===== config.mk =====
export PLATFORM = sky130hd
export DESIGN_NAME = dual_mailbox
export DESIGN_NICKNAME = d
export VERILOG_FILES = /design/src/rtl/mbx_pkg.sv /design/src/rtl/mbx_rst_sync.sv /design/src/rtl/mbx_port_dec.sv /design/src/rtl/mbx_word.sv /design/src/rtl/mbx_mutex.sv /design/src/rtl/dual_mailbox.sv
export SDC_FILE = /design/constraint.sdc
export NUM_CORES = 1
export LEC_CHECK = 0
export BUFFER_PORTS_ARGS = -buffer_cell sky130_fd_sc_hd__buf_2
export CORE_UTILIZATION = 50
export CTS_CLUSTER_SIZE = 30
export DETAILED_ROUTE_END_ITERATION = 7
export PLACE_DENSITY = 0.84
export SLEW_MARGIN = 25
export SYNTH_ARGS = -nofsm -noshare
export SYNTH_HDL_FRONTEND = slang
export SYNTH_HIERARCHICAL = 1
export SYNTH_SLANG_ARGS = --single-unit

===== constraint.sdc =====
create_clock -name clk -period 2.4 [get_ports clk]
set_input_delay 0.36 -clock clk [delete_from_list [all_inputs] [get_ports clk]]
set_output_delay 0.36 -clock clk [all_outputs]
set_load 0.005 [all_outputs]

===== src/rtl/mbx_pkg.sv =====
package mbx_pkg;
  localparam int NUM_CORES    = 2;
  localparam int ENTRY_STRIDE = 16;
  localparam int OFS_LOAD     = 0;
  localparam int OFS_SET      = 4;
  localparam int OFS_CLR      = 8;
  localparam int OFS_MUTEX    = 248;

  typedef enum logic [1:0] {
    OP_NONE,
    OP_LOAD,
    OP_SET,
    OP_CLR
  } word_op_e;
endpackage


===== src/rtl/mbx_rst_sync.sv =====
module mbx_rst_sync (
  input  logic clk,
  input  logic arst_n,
  output logic rst_q_n
);
  logic [1:0] sync_q;

  always_ff @(posedge clk or negedge arst_n) begin
    if (!arst_n) sync_q <= 2'b00;
    else         sync_q <= {sync_q[0], 1'b1};
  end

  assign rst_q_n = sync_q[1];
endmodule


===== src/rtl/mbx_port_dec.sv =====
module mbx_port_dec
  import mbx_pkg::*;
#(
  parameter int AW = 8,
  parameter int DW = 32,
  parameter int IW = 1
) (
  input  logic                          sel,
  input  logic                          wr,
  input  logic [AW-1:0]                 addr,
  input  logic [DW-1:0]                 wdata,
  input  logic [NUM_CORES-1:0][DW-1:0]  words,
  input  logic                          grant,
  output word_op_e                      op,
  output logic [IW-1:0]                 idx,
  output logic                          mtx_rd,
  output logic                          mtx_rel,
  output logic [DW-1:0]                 rdata
);
  logic          load_hit;
  logic [IW-1:0] load_idx;
  logic          mtx_hit;

  // Address decode for word operations
  always_comb begin
    op       = OP_NONE;
    idx      = '0;
    load_hit = 1'b0;
    load_idx = '0;
    for (int e = 0; e < NUM_CORES; e++) begin
      if (addr == AW'(e * ENTRY_STRIDE + OFS_LOAD)) begin
        load_hit = 1'b1;
        load_idx = IW'(e);
      end
      if (sel && wr) begin
        if (addr == AW'(e * ENTRY_STRIDE + OFS_LOAD)) begin
          op  = OP_LOAD;
          idx = IW'(e);
        end else if (addr == AW'(e * ENTRY_STRIDE + OFS_SET)) begin
          op  = OP_SET;
          idx = IW'(e);
        end else if (addr == AW'(e * ENTRY_STRIDE + OFS_CLR)) begin
          op  = OP_CLR;
          idx = IW'(e);
        end
      end
    end
  end

  assign mtx_hit = (addr == AW'(OFS_MUTEX));
  assign mtx_rd  = sel && !wr && mtx_hit;
  assign mtx_rel = sel && wr && mtx_hit && wdata[0];

  // Read data: aliases and holes return zero
  always_comb begin
    rdata = '0;
    if (sel && !wr) begin
      if (mtx_hit)       rdata = DW'(grant);
      else if (load_hit) rdata = words[load_idx];
    end
  end
endmodule


===== src/rtl/mbx_word.sv =====
module mbx_word
  import mbx_pkg::*;
#(
  parameter int DW  = 32,
  parameter int IW  = 1,
  parameter int IDX = 0
) (
  input  logic                 clk,
  input  logic                 rst_n,
  input  word_op_e             op    [NUM_CORES],
  input  logic [IW-1:0]        idx   [NUM_CORES],
  input  logic [DW-1:0]        data  [NUM_CORES],
  output logic [DW-1:0]        word_q
);
  logic [DW-1:0] word_d;
  logic          word_en;

  // Ports applied in ascending order: lower port first
  always_comb begin
    word_d  = word_q;
    word_en = 1'b0;
    for (int p = 0; p < NUM_CORES; p++) begin
      if (idx[p] == IW'(IDX)) begin
        case (op[p])
          OP_LOAD: begin word_d = data[p];           word_en = 1'b1; end
          OP_SET:  begin word_d = word_d | data[p];  word_en = 1'b1; end
          OP_CLR:  begin word_d = word_d & ~data[p]; word_en = 1'b1; end
          default: ;
        endcase
      end
    end
  end

  always_ff @(posedge clk or negedge rst_n) begin
    if (!rst_n)       word_q <= '0;
    else if (word_en) word_q <= word_d;
  end
endmodule


===== src/rtl/mbx_mutex.sv =====
module mbx_mutex #(
  parameter int NP = 2
) (
  input  logic          clk,
  input  logic          rst_n,
  input  logic [NP-1:0] rd_req,
  input  logic [NP-1:0] rel_req,
  output logic [NP-1:0] grant
);
  logic free_q;
  logic free_d;
  logic free_en;
  logic claimed;

  // Fixed priority: lowest port index wins a free mutex
  always_comb begin
    claimed = 1'b0;
    for (int p = 0; p < NP; p++) begin
      grant[p] = free_q && rd_req[p] && !claimed;
      claimed  = claimed | rd_req[p];
    end
  end

  // An acquire outranks a release in the same cycle
  always_comb begin
    free_en = 1'b0;
    free_d  = free_q;
    if (|grant) begin
      free_en = 1'b1;
      free_d  = 1'b0;
    end else if (|rel_req) begin
      free_en = 1'b1;
      free_d  = 1'b1;
    end
  end

  always_ff @(posedge clk or negedge rst_n) begin
    if (!rst_n)       free_q <= 1'b1;
    else if (free_en) free_q <= free_d;
  end
endmodule


===== src/rtl/dual_mailbox.sv =====
module dual_mailbox
  import mbx_pkg::*;
#(
  parameter int AW = 8,
  parameter int DW = 32
) (
  input  logic                 clk,
  input  logic                 rst_n,
  input  logic                 c0_sel,
  input  logic                 c0_wr,
  input  logic [AW-1:0]        c0_addr,
  input  logic [DW-1:0]        c0_wdata,
  output logic [DW-1:0]        c0_rdata,
  input  logic                 c1_sel,
  input  logic                 c1_wr,
  input  logic [AW-1:0]        c1_addr,
  input  logic [DW-1:0]        c1_wdata,
  output logic [DW-1:0]        c1_rdata,
  output logic [NUM_CORES-1:0] core_irq
);
  localparam int IW = $clog2(NUM_CORES);

  logic                         rst_q_n;
  logic [NUM_CORES-1:0]         p_sel;
  logic [NUM_CORES-1:0]         p_wr;
  logic [AW-1:0]                p_addr  [NUM_CORES];
  logic [DW-1:0]                p_wdata [NUM_CORES];
  logic [DW-1:0]                p_rdata [NUM_CORES];
  word_op_e                     p_op    [NUM_CORES];
  logic [IW-1:0]                p_idx   [NUM_CORES];
  logic [NUM_CORES-1:0]         p_mtx_rd;
  logic [NUM_CORES-1:0]         p_mtx_rel;
  logic [NUM_CORES-1:0]         p_grant;
  logic [NUM_CORES-1:0][DW-1:0] word_q;

  mbx_rst_sync u_rst (
    .clk     (clk),
    .arst_n  (rst_n),
    .rst_q_n (rst_q_n)
  );

  assign p_sel      = {c1_sel, c0_sel};
  assign p_wr       = {c1_wr, c0_wr};
  assign p_addr[0]  = c0_addr;
  assign p_addr[1]  = c1_addr;
  assign p_wdata[0] = c0_wdata;
  assign p_wdata[1] = c1_wdata;
  assign c0_rdata   = p_rdata[0];
  assign c1_rdata   = p_rdata[1];

  for (genvar p = 0; p < NUM_CORES; p++) begin : g_port
    mbx_port_dec #(.AW(AW), .DW(DW), .IW(IW)) u_dec (
      .sel     (p_sel[p]),
      .wr      (p_wr[p]),
      .addr    (p_addr[p]),
      .wdata   (p_wdata[p]),
      .words   (word_q),
      .grant   (p_grant[p]),
      .op      (p_op[p]),
      .idx     (p_idx[p]),
      .mtx_rd  (p_mtx_rd[p]),
      .mtx_rel (p_mtx_rel[p]),
      .rdata   (p_rdata[p])
    );
  end

  for (genvar e = 0; e < NUM_CORES; e++) begin : g_entry
    mbx_word #(.DW(DW), .IW(IW), .IDX(e)) u_word (
      .clk    (clk),
      .rst_n  (rst_q_n),
      .op     (p_op),
      .idx    (p_idx),
      .data   (p_wdata),
      .word_q (word_q[e])
    );
    assign core_irq[e] = |word_q[e];
  end

  mbx_mutex #(.NP(NUM_CORES)) u_mtx (
    .clk     (clk),
    .rst_n   (rst_q_n),
    .rd_req  (p_mtx_rd),
    .rel_req (p_mtx_rel),
    .grant   (p_grant)
  );
endmodule


=== After elaboration in Yosys (flattened, before gate mapping) ===
Index checks and enable logic that the tools add are counted.

* Magnitude comparators: 2
* Reduce and logical (&&, ||, !) cells: 26
* Muxes and demuxes: 59
* Eq/ne operators: 18
* Bitwise operators: 10

{| class="wikitable"
|+ Operator list
! kind !! count
|-
| $mux W32 || 14
|-
| $pmux W32 S3 || 4
|-
| $and A32 B32 Y32 || 4
|-
| $or A32 B32 Y32 || 4
|-
| $not A32 Y32 || 2
|-
| $reduce_or A32 Y1 || 2
|-
| $eq A8 B5 Y1 const B || 6
|-
| $mux W2 || 16
|-
| $mux W1 || 25
|-
| $eq A8 B3 Y1 const B || 2
|-
| $eq A8 B4 Y1 const B || 2
|-
| $eq A8 B8 Y1 const B || 2
|-
| $logic_not A8 Y1 || 2
|-
| $logic_and A1 B1 Y1 || 13
|-
| $eq A2 B2 Y1 const B || 4
|-
| $reduce_or A3 Y1 || 2
|-
| $eq A2 B1 Y1 const B || 2
|-
| $lt A1 B2 Y1 const B || 2
|-
| $reduce_or A2 Y1 || 2
|-
| $logic_not A1 Y1 || 3
|-
| $reduce_and A2 Y1 || 1
|-
| $reduce_bool A2 Y1 || 1
|}

* Output and inout port bits: 66
* Bits in registers: 67
* Bits of input ports: 86

=== Longest topological paths before layout ===
* Depth in word-level cells: 15
* Mapped depth: 9

=== By module ===
Netlist, hierarchy kept.

{| class="wikitable"
|+ Modules (own cells, without submodules)
! module !! seq. area each (um^2) !! area each (um^2) !! instances !! cells an instance
|-
| mbx_word (g_entry[0].u_word) || 800.8 || 2,354.8 || 1 || 227
|-
| mbx_word (g_entry[1].u_word) || 800.8 || 2,323.5 || 1 || 228
|-
| mbx_port_dec || 0.0 || 578.1 || 2 || 124
|-
| dual_mailbox || 0.0 || 150.1 || 1 || 22
|-
| mbx_mutex || 26.3 || 55.1 || 1 || 6
|-
| mbx_rst_sync || 50.0 || 53.8 || 1 || 3
|}

=== Worst setup path before layout ===
Ideal clock, no wire load.

* Path kind: input port to flip-flop
* Start point: input c0_addr[5]
* End point: register g_entry[1].u_word.word_q[0]
* Cell stages on the path: 8
* Path slack: -0.159 ns
* Required time: 2.260 ns
* Arrival: 2.419 ns
* Setup time: 0.140 ns
* Cells stage by stage: or4b_1 -> clkbuf_1 -> buf_6 -> a211oi_2 -> nand2_1 -> clkbuf_1 -> a222oi_1 -> a22oi_1

{| class="wikitable"
|+ RTL lines
! what !! RTL line !! RTL
|-
| from (decl) || dual_mailbox.sv:11 || <nowiki>input logic [AW-1:0] c0_addr,</nowiki>
|-
| to (signal assigned) || mbx_word.sv:36 || <nowiki>else if (word_en) word_q <= word_d;</nowiki>
|-
| to (decl) || mbx_word.sv:13 || <nowiki>output logic [DW-1:0] word_q</nowiki>
|}

=== Worst setup path after layout ===
* Start point: register g_entry[0].u_word.word_q[27]
* End point: output core_irq[0]

* Cells in the longest elaborated chain, start to end: 1

{| class="wikitable"
|+ RTL lines
! what !! RTL line !! RTL
|-
| from (decl) || mbx_word.sv:13 ||
|-
| from (signal assigned) || mbx_word.sv:36 ||
|-
| $reduce_or A32 Y1 || dual_mailbox.sv:76 || <nowiki>assign core_irq[e] = |word_q[e];</nowiki>
|-
| to (decl) || dual_mailbox.sv:19 || <nowiki>output logic [NUM_CORES-1:0] core_irq</nowiki>
|}

Every way passes these cells.

==> impl_results.md <==
* Status: complete, but fails checks
* Failing checks: DRC
* IO Port Bufs at between 150 and 200
* Cell Rows at 39
* Clock transition at path regs at 60 ps
* First-pass GRT wire length at 34600 microns
* Worst Setup End Kind: output port
* Initial Util at 52.2%
* Die ar. at about 13000 sq um
* Clock sinks at 67
* Die Wd at 112 microns
* Max clock buf depth at 2
* GRT overflow at 0
* Final worst path period share at 95.7%
* Yosys Warn Count at 6
* GP Congestion at between 0.8 and 0.9
* Fin nets at 962
* Fmax at 436 MHz
* ANT nets after route at 0
* GR Util All Layers at 34.6%
* Num CTS Buffers at 9
* Initial antenna violation count at 0
* I/O pins at 152
* Most frequent cells in the layout: nand2_1 (190), buf_2 (151), xnor2_1 (66), dfrtp_1 (65), a21oi_1 (64)
* ANT cells at 0
* Reg2Reg Setup Slack at 1280 ps
* Final Slew Violations at 0
* Crit path time final at 2300 ps
* Fin Clk Skew at 7.73 ps
* Core area at 11700 sq um
* Post-route cell area at 7490 sq um
* Multi-input gate area at around 4100 sq um
* Yosys reg bits at 67
* Vias in the first global route at 6589
* Most common cell after layout, fill and taps aside: nand2_1
* Syn-to-layout area delta at 22.9%
* Syn_nets at 820
* Drt wl/cell at 21.4 microns
* Static leakage at 3.18 nW
* Fill count at 987
* Post-Syn Instances at 734
* Required time of the critical path at about 2000 ps
* Final-report hold violation count at 0
* Post-CTS sizing at 0
* Reg-to-Reg Start: g_entry[0].u_word/word_q[22]
* Main synth FF type: dfrtp_1
* Asr flop ratio synth at 100%
* Vias/cell at 6.90
* Reg2Reg Depth at 2
* Share of cells above drive strength 1 at 29.9%
* CTS tree: built
* Final Core Density at 64.2%
* Hold WC Path Type: flop to async pin
* Storage element area at 1680 sq um
* Crit Path Class: flop to output port
* Peak supply drop at 310 uV
* Yosys cell types at 50
* CP Launch Point: g_entry[0].u_word/word_q[27]
* Largest net degree at the start of global routing at 34
* Clock root buffer: clkbuf_16
* Worst slew pin tran at around 580 ps
* Number of synthesized flops with an enable pin at 0
* R2R Path End: g_entry[0].u_word/word_q[22]
* Setup Viol. Count Final at 0
* Vias post-DR at 7063
* DR iter-0 viols at between 1000 and 1500
* Post-Syn Area per Cell at 8.30 sq um
* Power per cell area at 493 nW/um^2
* Top post-synthesis cells by area: dfrtp_1 (27%), nand2_1 (12%), a222oi_1 (10%)
* Pwr Total at 3.69 mW
* HPWL after DPL at approximately 14000 microns
* CP Launch Type: flop
* H-tree depth at 3
* Worst relative slew slack at 61.0%
* Top cell type by total area after synthesis: dfrtp_1
* Max Cap Viol at 0
* # Post-CTS Setup Buffers at 0
* DP Area at approximately 7200 sq um
* Unrepaired setup endpoints after global routing: no
* Yosys top cell area share at a little over a quarter
* Die Y at around 110 microns
* Critical path arrival at 1940 ps
* Netlist Area Pre-Place at 6090 sq um
* DRC viols at 11
* Setup crit end: core_irq[0]
* Clk Latency, worst-skew pair at 340 ps
* Post-Route WL at ~22000 microns
* Crit Path Max Fanout at 5
* DRT Pass-1 Iters at 8
* Register area share after synthesis at approximately 28%
how the worst min path moves through the flow:
stage	start	to	slack (ps)	cells past startpoint
3_5_place_dp	rst_n	u_rst/sync_q[0]	150	1
4_1_cts	u_rst/sync_q[1]	g_entry[0].u_word/word_q[17]	240	0
5_1_grt	u_rst/sync_q[1]	g_entry[1].u_word/word_q[7]	270	0
3_3_place_gp	rst_n	u_rst/sync_q[0]	150	1
6_report	u_rst/sync_q[1]	g_entry[0].u_word/word_q[17]	230	0
2_1_floorplan	rst_n	u_rst/sync_q[0]	60	0
what timing repair did:
item,in CTS,in global routing
hold buffers,1,0
endpoints found under the setup margin,0,0
hold endpoints to repair,2,0
cell usage after synthesis (2+ instances only):
cell type / instances
nand2_1: 190
dfrtp_1: 66
xnor2_1: 66
a21oi_1: 64
a22oi_1: 63
a222oi_1: 62
mux2_2: 33
mux2_1: 31
clkbuf_1: 29
buf_2: 26
nor4_1: 17
nor2_1: 12
buf_6: 8
nand3_1: 7
nor3_1: 7
nand4_1: 6
buf_4: 3
or2_1: 3
a211oi_2: 2
a32oi_1: 2
and2_1: 2
and4_1: 2
nor2b_1: 2
nor4_2: 2
nor4b_2: 2
or3_1: 2
or4b_1: 2
final cells by class:
type                       instances  area share (%)
multi-input combinational        599            54.8
clock inverter                     3           0.535
sequential                        67            22.4
clock buffer                      12            3.29
tap                              143            2.39
timing repair buffer             198            16.5
inverter                           1          0.0501
stage by stage:
stage                     std cells  setup TNS [ps]  hold WS, ps  setup slack [ps]
after floorplan                 734               0         64.4              9.12
final                          1023               0          234               104
after global placement         1007               0          153              5.86
after CTS                      1023               0          242               159
after global routing           1023               0          270              36.3
after detailed placement       1007           -1550          151             -75.4
state kept, by name, indices dropped and copies added, names as in the netlist:
| signal | cells |
|---|---|
| u_mtx/free_q | 1 |
| g_entry.u_word/word_q | 64 |
| u_rst/sync_q | 2 |
report_power, final:
| group | total [mW] | switching [mW] | internal (mW) |
|---|---|---|---|
| Sequential | 1.53 | 0.252 | 1.28 |
| Combinational | 0.837 | 0.387 | 0.450 |
| Clock | 1.32 | 0.498 | 0.824 |
layer usage:
layer,share of wire [%],global-route usage [%],vias to the layer above
met5,0,0,-
met4,2.7,14.6,0
met3,13,8.53,65
met2,46,54.2,598
met1,38,45.6,3343
li1,-,-,3057
critical path: stages, from the launching register on:
cell	delay [ps]
dfrtp_1	450
nor4_1	550
nand4_1	170
or2_1	290
buf_2	140
cells by family (layout without fill, tap and decap cells):
kind of cell	count (synthesis)	in the layout	share of synthesized area, %
other	1	1	0.0615
and+or+nand+nor	263	263	19.3
xor gates and xnor gates	67	67	9.63
buffers and inverters	68	214	5.89
DFF	67	67	27.5
muxes	66	66	12.2
AOI/OAI and AO/OA	202	202	25.3
No activity file was read; power rests on OpenSTA's default activity.
